--- config.mk ---
export PLATFORM = sky130hd
export DESIGN_NAME = burst_addr_gen
export DESIGN_NICKNAME = d
export VERILOG_FILES = /design/src/rtl/burst_pkg.sv /design/src/rtl/burst_cmd_dec.sv /design/src/rtl/burst_beat_cnt.sv /design/src/rtl/burst_base_reg.sv /design/src/rtl/burst_addr_gen.sv
export SDC_FILE = /design/constraint.sdc
export NUM_CORES = 1
export LEC_CHECK = 0
export BUFFER_PORTS_ARGS = -buffer_cell sky130_fd_sc_hd__buf_2
export CORE_MARGIN = 5
export CORE_UTILIZATION = 51
export DETAILED_ROUTE_END_ITERATION = 10
export HOLD_SLACK_MARGIN = 0.12
export PLACE_DENSITY_LB_ADDON = 0.15
export SYNTH_ARGS = -nofsm -noshare
export SYNTH_HDL_FRONTEND = slang
export SYNTH_SLANG_ARGS = --single-unit
export TNS_END_PERCENT = 50
--- constraint.sdc ---
create_clock -name clk -period 2.05 [get_ports clk]
set_input_delay 0.3075 -clock clk [delete_from_list [all_inputs] [get_ports clk]]
set_output_delay 0.3075 -clock clk [all_outputs]
set_load 0.02 [all_outputs]
--- src/rtl/burst_pkg.sv ---
package burst_pkg;
    localparam int BEAT_W = 2;

    typedef logic [BEAT_W-1:0] beat_t;

    typedef enum logic [1:0] {
        CMD_HOLD = 2'd0,
        CMD_STEP = 2'd1,
        CMD_LOAD = 2'd2
    } burst_cmd_e;

    typedef enum logic {
        ORD_LINEAR     = 1'b0,
        ORD_INTERLEAVE = 1'b1
    } burst_order_e;

    function automatic beat_t map_beat(beat_t start, beat_t cnt, burst_order_e ord);
        beat_t r;
        if (ord == ORD_LINEAR)
            r = start + cnt;
        else
            r = start ^ cnt;
        return r;
    endfunction
endpackage

--- src/rtl/burst_cmd_dec.sv ---
module burst_cmd_dec
    import burst_pkg::*;
(
    input  logic       chip_en,
    input  logic       stb_a,
    input  logic       stb_b,
    input  logic       adv,
    output burst_cmd_e cmd
);
    logic take_addr;

    assign take_addr = chip_en && (stb_a || stb_b);

    // a captured address always wins over advancing the burst
    always_comb begin
        if (take_addr)
            cmd = CMD_LOAD;
        else if (adv)
            cmd = CMD_STEP;
        else
            cmd = CMD_HOLD;
    end
endmodule

--- src/rtl/burst_beat_cnt.sv ---
module burst_beat_cnt
    import burst_pkg::*;
(
    input  logic       clk,
    input  logic       rst,
    input  burst_cmd_e cmd,
    output beat_t      beat
);
    always_ff @(posedge clk) begin
        if (rst)
            beat <= '0;
        else begin
            case (cmd)
                CMD_LOAD: beat <= '0;
                CMD_STEP: beat <= beat + beat_t'(1);
                default:  beat <= beat;
            endcase
        end
    end
endmodule

--- src/rtl/burst_base_reg.sv ---
module burst_base_reg
    import burst_pkg::*;
#(
    parameter int ADDR_W = 18
) (
    input  logic              clk,
    input  logic              rst,
    input  burst_cmd_e        cmd,
    input  logic [ADDR_W-1:0] ext_addr,
    output logic [ADDR_W-1:0] base_addr
);
    always_ff @(posedge clk) begin
        if (rst)
            base_addr <= '0;
        else if (cmd == CMD_LOAD)
            base_addr <= ext_addr;
    end
endmodule

--- src/rtl/burst_addr_gen.sv ---
module burst_addr_gen
    import burst_pkg::*;
#(
    parameter int ADDR_W = 18
) (
    input  logic              clk,
    input  logic              rst,
    input  logic              chip_en,
    input  logic              stb_a,
    input  logic              stb_b,
    input  logic              adv,
    input  logic              order_sel,
    input  logic [ADDR_W-1:0] ext_addr,
    output logic [ADDR_W-1:0] burst_addr
);
    localparam int UPPER_W = ADDR_W - BEAT_W;

    burst_cmd_e        cmd;
    beat_t             beat;
    logic [ADDR_W-1:0] base_addr;
    beat_t             low_bits;

    burst_cmd_dec u_dec (
        .chip_en (chip_en),
        .stb_a   (stb_a),
        .stb_b   (stb_b),
        .adv     (adv),
        .cmd     (cmd)
    );

    burst_beat_cnt u_cnt (
        .clk  (clk),
        .rst  (rst),
        .cmd  (cmd),
        .beat (beat)
    );

    burst_base_reg #(.ADDR_W(ADDR_W)) u_base (
        .clk       (clk),
        .rst       (rst),
        .cmd       (cmd),
        .ext_addr  (ext_addr),
        .base_addr (base_addr)
    );

    assign low_bits = map_beat(base_addr[BEAT_W-1:0], beat, burst_order_e'(order_sel));

    generate
        if (UPPER_W > 0) begin : g_upper
            assign burst_addr = {base_addr[ADDR_W-1:BEAT_W], low_bits};
        end else begin : g_narrow
            assign burst_addr = low_bits[ADDR_W-1:0];
        end
    endgenerate
endmodule

; ---- After elaboration in Yosys (flattened, before gate mapping)
; Cells that the tools add are included.
[totals]
ram_bits = 0
input_bits = 25
word_cells = 14
latchBits = 0
out_inout_bits = 18
mem_count = 0
reg_bits = 20
romBits = 0
[op_classes]
reduce_logical = 3
bitwise_logic = 1
eq_ne = 2
n_lt_le_gt_ge = 0
muxes = 4
n_addsub = 2
shift = 0
mul = 0
div_mod_pow = 0
[ops]
columns = op, count
row1 = 2-bit 2-to-1 mux, 2
row2 = 2-bit case mux with 2 select lines, 1
row3 = "2-bit by 1-bit adder with 2-bit output, second input constant", 1
row4 = 2-bit adder, 1
row5 = "2-bit by 1-bit == test with 1-bit output, second input constant", 1
row6 = "2-bit == test, second input constant", 1
row7 = 2-bit nonzero test, 1
row8 = 2-bit bitwise XOR, 1
row9 = 1-bit logical AND, 1
row10 = 1-bit logical OR, 1
row11 = 1-bit 2-to-1 mux, 1

; ---- Logic depth before layout (Yosys ltp)
; Gate-level depths: netlist of the first run.
[depth]
ltp_word = 5
mapped_depth = 4
ltp_nobuf = 3

; ---- Modules after synthesis
; Synthesis of the first run repeated with hierarchy kept, for this count alone.
[hier_totals]
cells_unflattened = 98
area_unflattened_um2 = 1016.0
[modules_own_cells]
columns = module, area_each_um2, seq_area_each_um2, cells_per_inst, n_inst
row1 = burst_base_reg, 850.8, 360.3, 80, 1
row2 = burst_beat_cnt, 105.1, 40.0, 11, 1
row3 = burst_addr_gen, 36.3, 0.0, 4, 1
row4 = burst_cmd_dec, 23.8, 0.0, 3, 1

; ---- Least setup slack after synthesis of the first run
; No wires, ideal clock.
[synth_timing]
kind = register to output
from = register u_cnt.beat[0]
to = output port burst_addr[1]
arrival_ps = 1008
slack_ps = 734
stages_incl_launch_ff = 4
cell_sequence = dfxtp_1 > ha_1 > nor2b_1 > xnor2_1
[synth_between]
elab_chain_len = 2
[synth_rtl]
columns = element, line_no
row1 = start: declaration, burst_beat_cnt.sv:7  ; output beat_t beat
row2 = start signal: assignment, burst_beat_cnt.sv:15  ; CMD_STEP: beat <= beat + beat_t'(1);
row3 = start signal: assignment, burst_beat_cnt.sv:16  ; default: beat <= beat;
row4 = 2-bit adder, burst_pkg.sv:20  ; r = start + cnt;
row5 = 2-bit 2-to-1 mux, burst_pkg.sv:19  ; if (ord == ORD_LINEAR)
row6 = end: declaration, burst_addr_gen.sv:14  ; output logic [ADDR_W-1:0] burst_addr
; Every way passes these cells.

; ---- Final worst setup path of the first run
; Same ends and word-level chain as after synthesis.

==> flow_summary.json, run 1 <==
{
  "fp-row-count": 16,
  "seqCellArea_um2": 400.4,
  "synthTopCellsByArea": "dfxtp_1 37%, nand2b_1 21%, mux2i_1 17%, buf_4 11%, buf_6 5.2%",
  "cts_setup_buffers": 0,
  "grt_pass1_vias": 708,
  "rsz0062_at_grt": "no",
  "cts_sinks": 20,
  "viasPerCell": 4.529,
  "synth-seq-cells": 20,
  "yosysTopAreaCell": "dfxtp_1",
  "worstPathArrival_ns": 1.29,
  "drcViolationCount": 0,
  "min_to": "u_base.base_addr[15]$_SDFFE_PP0N_",
  "synth_simple_gate_area_frac": 0.2309,
  "yosys.area.top_type_share": 0.3712,
  "synth_top_family_by_area": "simple AND/OR/NAND/NOR gates",
  "ioPinCount": 43,
  "synthAdderAreaFrac": 0.01160,
  "cpMaxStageDelayCell": "dfxtp_1",
  "synth_seq_area_share": 0.3712,
  "htree_levels": 1,
  "synthCells": 106,
  "dieHeight_um": 55.99,
  "drt_iter0_markers": 7,
  "track_usage": 0.1152,
  "portBuffers": 42,
  "synth.distinct_cells": 14,
  "cts-root-buf": "clkbuf_4",
  "synth.area.mux_share": 0.1671,
  "critical_path_class": "reg2out",
  "globalplace.congestion": 0.6972,
  "tns_ns": 0,
  "antenna_cells": 0,
  "num-fill-cells": 170,
  "final_hold_viol_count": 0,
  "dpl.hpwl_um": 1266,
  "synth_xor_xnor_area_share": 0.02436,
  "cp_num_cells": 4,
  "syn_nets": 132,
  "hold_start": "ext_addr[15]",
  "ys_warn_count": 0,
  "hold_path_class": "in2reg",
  "grt_max_degree": 39,
  "setup_viol": 0,
  "layout.nets": 158,
  "antenna_found_initial": 0,
  "fmax_mhz": 624.2,
  "cts-resized-gates": 0,
  "synthesis.area_um2": 1079,
  "initial_core_util": 0.5442,
  "holdBufCountCts": 0,
  "start_kind": "flop",
  "cap_violations": 0,
  "path_cells": "ha_1, nor2b_1, xnor2_1, buf_2",
  "firstDrtPassIters": 3,
  "holdWs_ns": 0.2614,
  "r2r-end": "u_cnt.beat[1]$_SDFFE_PP0P_",
  "synth_compound_area_frac": 0.02784,
  "totalWireLength_um": 1707,
  "synth_edf_count": 0,
  "critPathMaxFanout": 4,
  "clock_path_buffers": 2,
  "p_leak_nw": 0.5544,
  "status": "finished clean",
  "tritoncts": "yes",
  "fin_skew_ns": 0.00002742,
  "cp_num_buf_inv": 1,
  "ys.flop_type": "dfxtp_1",
  "synthToLayoutAreaGrowth_pct": 8.700,
  "tightest_slew_ns": 0.4612,
  "die-area_um2": 3134,
  "vias": 711,
  "ir_worst_vdd_mv": 0.4011,
  "overflow": 0,
  "ant_nets": 0,
  "crit_required_ns": 1.74,
  "worstSkewPairLatency_ns": 0.29,
  "core_um2": 1982,
  "multi_input_comb_area_um2": 498.0,
  "die_x_um": 55.99,
  "syn_area_per_cell_um2": 10.17,
  "finalCriticalPeriod_ns": 1.602,
  "wl_per_cell_um": 10.87,
  "rrSetupSlack_ns": 1.24,
  "drive_above_1_share": 0.3769,
  "async_flop_share": 0,
  "max_stage_delay_ns": 0.40,
  "numCtsBuffers": 3,
  "p_per_area_nw_per_um2": 646.4,
  "min_path_cells": 3,
  "r2r-start": "u_cnt.beat[1]$_SDFFE_PP0P_",
  "critPathTopFamily": "flip-flops",
  "period_share": 0.7815,
  "setup.worst_path.end_class": "output port",
  "relSlewSlack": 0.6925,
  "maxSlewViolCount": 0,
  "path_clk_slew_ns": 0.11,
  "reg2regPathDepth": 2,
  "grt_pass1_wl_um": 3001
}
cells in the final DEF, fill, tap and decap left out, drive strengths merged:
cell    count
xnor2       3
nor2b       1
o21a        1
mux2i      18
ha          1
a21bo       1
buf        43
dfxtp      20
nor3        1
nand2b     36
nand3b      1
clkbuf      3
a211oi      1
worst max path at each step:
stage                               start            end
2_1_floorplan  u_cnt.beat[0]$_SDFFE_PP0P_  burst_addr[1]
3_3_place_gp   u_cnt.beat[0]$_SDFFE_PP0P_  burst_addr[1]
3_5_place_dp   u_cnt.beat[0]$_SDFFE_PP0P_  burst_addr[1]
4_1_cts        u_cnt.beat[0]$_SDFFE_PP0P_  burst_addr[1]
5_1_grt        u_cnt.beat[0]$_SDFFE_PP0P_  burst_addr[1]
6_report       u_cnt.beat[0]$_SDFFE_PP0P_  burst_addr[1]
sequential cells by signal, summed over array words and instances (netlist names):
name / flops
u_base.base_addr: 18
u_cnt.beat: 2
Yosys cell counts (3+ instances only):
cell type	n
nand2b_1	36
xnor2_1	3
mux2i_1	18
buf_6	5
dfxtp_1	20
buf_4	16
worst register-to-register path: cells and delay by family (launching register included):
kind	cells	cell delay, ns
DFF	1	0.36
AOI/OAI and AO/OA	2	0.38
metal layers:
metal  global-route usage  up-vias  routed length, um
met5                    0        -                  0
met4              0.05085        0                 13
met3              0.03248        2                112
met2               0.1920       20                803
met1               0.1363      317                778
li1                     -      372                  -
where the power goes:
| group | internal [mW] | switching (mW) | total (mW) |
|---|---|---|---|
| clock | 0.0682 | 0.110 | 0.179 |
| sequential | 0.413 | 0.0123 | 0.425 |
| combinational | 0.0731 | 0.0810 | 0.154 |
| total | 0.554 | 0.204 | 0.758 |
cell families (layout without fill, tap and decap cells):
family,count (synthesis),after routing
and+or+nand+nor,39,39
muxes,18,18
xor gates and xnor gates,3,3
AOI/OAI and AO/OA,3,3
buffers and inverters,22,46
DFF,20,20
adders and majority gates,1,1
final cells by class:
class,count,share of cell area
tap,27,0.02882
clock buffer,3,0.01921
multi-input combinational,64,0.4248
timing repair buffer,43,0.1857
sequential,20,0.3415
stage by stage:
step / utilization / instances / power, mW / worst slack, ns / instance area, um^2
3_3_place_gp: 0.5802 / 154 / 0.5862 / 0.7915 / 1150
6_report: 0.5915 / 157 / 0.7578 / 0.4480 / 1172
3_5_place_dp: 0.5802 / 154 / 0.5908 / 0.7545 / 1150
5_1_grt: 0.5915 / 157 / 0.8017 / 0.3199 / 1172
2_1_floorplan: - / 106 / 0.5712 / 0.7342 / 1079
4_1_cts: 0.5915 / 157 / 0.7698 / 0.4237 / 1172
Note: power is estimated with default switching activity, not from simulation.
==> run 2, diff against run 1 <==
- ABC_AREA: default -> 1
- CORE_UTILIZATION: 51 -> 48
- clock period: 2.05 -> 1.67 ns (I/O delays scaled with it)
==> run 2 against run 1 <==
  * Highest routed layer unchanged
  * Sequential power is 26% higher
  * Clock-buffer cell count unchanged
  * Combinational power rose by 58%
  * Sequential share of layout area is 2.3 points lower
  * Clock skew is essentially flat
==> flow_summary.json, run 2 <==
{
  "cts_sinks": 20,
  "cts-root-buf": "clkbuf_4",
  "track_usage": 0.1337,
  "synth_seq_area_share": 0.3571,
  "ant_nets": 0,
  "seq_power_share": 0.455,
  "largest_reg_flops": 18,
  "design_area_um2": 1260,
  "fin_cells": 211,
  "layout.nets": 210,
  "dp_cells": 207,
  "path_cells": "ha_1, inv_1, nor2_1, inv_1, nand2_1, nand2_1, inv_1, buf_2",
  "synth.distinct_cells": 19,
  "rrSetupSlack_ns": 0.95,
  "use_met1": 0.1492,
  "grt-busiest-layer": "met2",
  "max_stage_delay_ns": 0.36,
  "antenna_found_initial": 0,
  "path_clk_slew_ns": 0.11,
  "clock_path_buffers": 2,
  "place_area_um2": 1206,
  "critPathTopFamily": "flip-flops",
  "die_x_um": 58.33,
  "reg.largest.list": "u_base.base_addr (18), u_cnt.beat (2)",
  "grt_max_degree": 20,
  "tns_ns": 0,
  "totalWireLength_um": 2099,
  "htree_levels": 1,
  "vias": 925,
  "ir_worst_vdd_mv": 0.6557,
  "grt_pass1_wl_um": 3608,
  "portBuffers": 42,
  "critical_path_class": "reg2out",
  "worstPathArrival_ns": 1.28,
  "p_leak_nw": 0.7185,
  "hold_path_class": "in2reg",
  "crit_required_ns": 1.42,
  "period_share": 0.9143,
  "synthTopCellsByArea": "dfxtp_1 36%, nor2_2 12%, buf_4 11%, nand3_1 8.5%, inv_1 8.4%",
  "synth-seq-cells": 20,
  "seqCellArea_um2": 401.6,
  "fin_skew_ns": 0.00003764,
  "setup_viol": 0,
  "globalplace.congestion": 0.6989,
  "critPathMaxFanout": 3,
  "die-area_um2": 3402,
  "p_sw_mw": 0.3244,
  "status": "finished clean",
  "dieHeight_um": 58.33,
  "synth_most_common_cell": "inv_1",
  "synth_top_cells_by_count": "25 x inv_1, 24 x nand2_1, 21 x nor2_2",
  "drt_iter0_markers": 24,
  "core_um2": 2212,
  "syn_area_per_cell_um2": 7.141,
  "yosysTopAreaCell": "dfxtp_1",
  "final_common_cell": "buf_2",
  "yosys.area.top_type_share": 0.3571,
  "synthesis.area_um2": 1121,
  "async_flop_share": 0,
  "cpMaxStageDelayCell": "dfxtp_2",
  "rsz0062_at_grt": "no",
  "firstDrtPassIters": 4,
  "dpl.hpwl_um": 1609,
  "multi_input_comb_area_um2": 449.2,
  "internal-power_mw": 0.8504,
  "num-fill-cells": 244,
  "ys.flop_type": "dfxtp_1",
  "start_kind": "flop",
  "fin_ws_ns": 0.1431,
  "drive_above_1_share": 0.3934,
  "wl_per_cell_um": 9.948,
  "worstSkewPairLatency_ns": 0.29,
  "power_frac_comb": 0.207,
  "tritoncts": "yes",
  "ioPinCount": 43,
  "synthCells": 157,
  "fmax_mhz": 654.9,
  "grt_pass1_vias": 900,
  "p_per_area_nw_per_um2": 932.4,
  "finalPower_mw": 1.175,
  "syn_nets": 183,
  "synth_edf_count": 0,
  "grtUsageMet2": 0.2472,
  "viasPerCell": 4.384,
  "finalCriticalPeriod_ns": 1.527,
  "sw_frac_of_total": 0.2762,
  "relSlewSlack": 0.6666,
  "mostFrequentLayoutCells": "42 x buf_2, 25 x inv_1, 24 x nand2_1",
  "met3_usage": 0.02632,
  "overflow": 0,
  "cp_num_buf_inv": 4,
  "tightest_slew_ns": 0.4971,
  "synthToLayoutAreaGrowth_pct": 12.39,
  "maxSlewViolCount": 0,
  "setup.worst_path.end_class": "output port",
  "drcViolationCount": 0,
  "final_hold_viol_count": 0,
  "antenna_cells": 0,
  "pwr-share-clk": 0.337,
  "crit_top_cell": "inv_1",
  "ys_warn_count": 0,
  "initial_core_util": 0.5068,
  "cap_violations": 0,
  "top_register": "u_base.base_addr",
  "numCtsBuffers": 3,
  "pre_cts_ws_ns": 0.4335,
  "fp-row-count": 17
}
-- run 2: cell families (layout without fill, tap and decap cells) --
group	after synthesis	after routing	share of synthesized area
xor+xnor	2	2	0.01563
buf+inv	48	74	0.2422
simple gates	85	85	0.3694
fa+ha+maj	1	1	0.01116
compound gates	1	1	0.004460
flops	20	20	0.3571
-- run 2: path summary, 6_finish.rpt --
check / startpoint / to / cells past startpoint
max: u_cnt.beat[0]$_SDFFE_PP0P_ / burst_addr[1] / 8
min: adv / u_cnt.beat[0]$_SDFFE_PP0P_ / 3
max reg2reg: u_cnt.beat[0]$_SDFFE_PP0P_ / u_cnt.beat[1]$_SDFFE_PP0P_ / 3
min reg2reg: u_base.base_addr[11]$_SDFFE_PP0N_ / u_base.base_addr[11]$_SDFFE_PP0N_ / 2
-- run 2: per-stage QoR --
step	hold slack, ns	utilization
after detailed placement	0.4723	0.5452
after global routing	0.2345	0.5696
after CTS	0.2296	0.5690
after floorplan	0.4023	-
final	0.2301	0.5696
after global placement	0.4636	0.5452
-- run 2: power by group through the flow --
stage / combinational, mW / clock [mW] / sequential (mW)
finish: 0.244 / 0.396 / 0.535
global route: 0.276 / 0.421 / 0.539
floorplan: 0.219 / 0 / 0.541
global placement: 0.245 / 0 / 0.543
detailed placement: 0.248 / 0 / 0.545
CTS: 0.249 / 0.403 / 0.535
-- run 2: final cells by class --
class,instances,area share
inverter,27,0.08242
timing repair buffer,43,0.1728
tap,28,0.02781
clock buffer,3,0.01787
multi-input combinational,89,0.3565
sequential,20,0.3188
clock inverter,1,0.02383
-- run 2: worst reg2reg max path, delay by kind of cell (launching register included) --
family | cells | cell delay (ns)
xor+xnor | 1 | 0.15
simple gates | 2 | 0.12
flops | 1 | 0.35
-- run 2: timing repair --
action                                  4_1_cts  5_1_grt
gates resized for setup                       0        1
hold buffers                                  0        0
endpoints found under the setup margin        0        1
setup buffers                                 0        0
-- run 2: per-layer routing --
layer / wire [um] / vias to the layer above
li1: - / 498
met1: 837 / 397
met2: 1081 / 28
met3: 161 / 2
met4: 18 / 0
met5: 0 / -
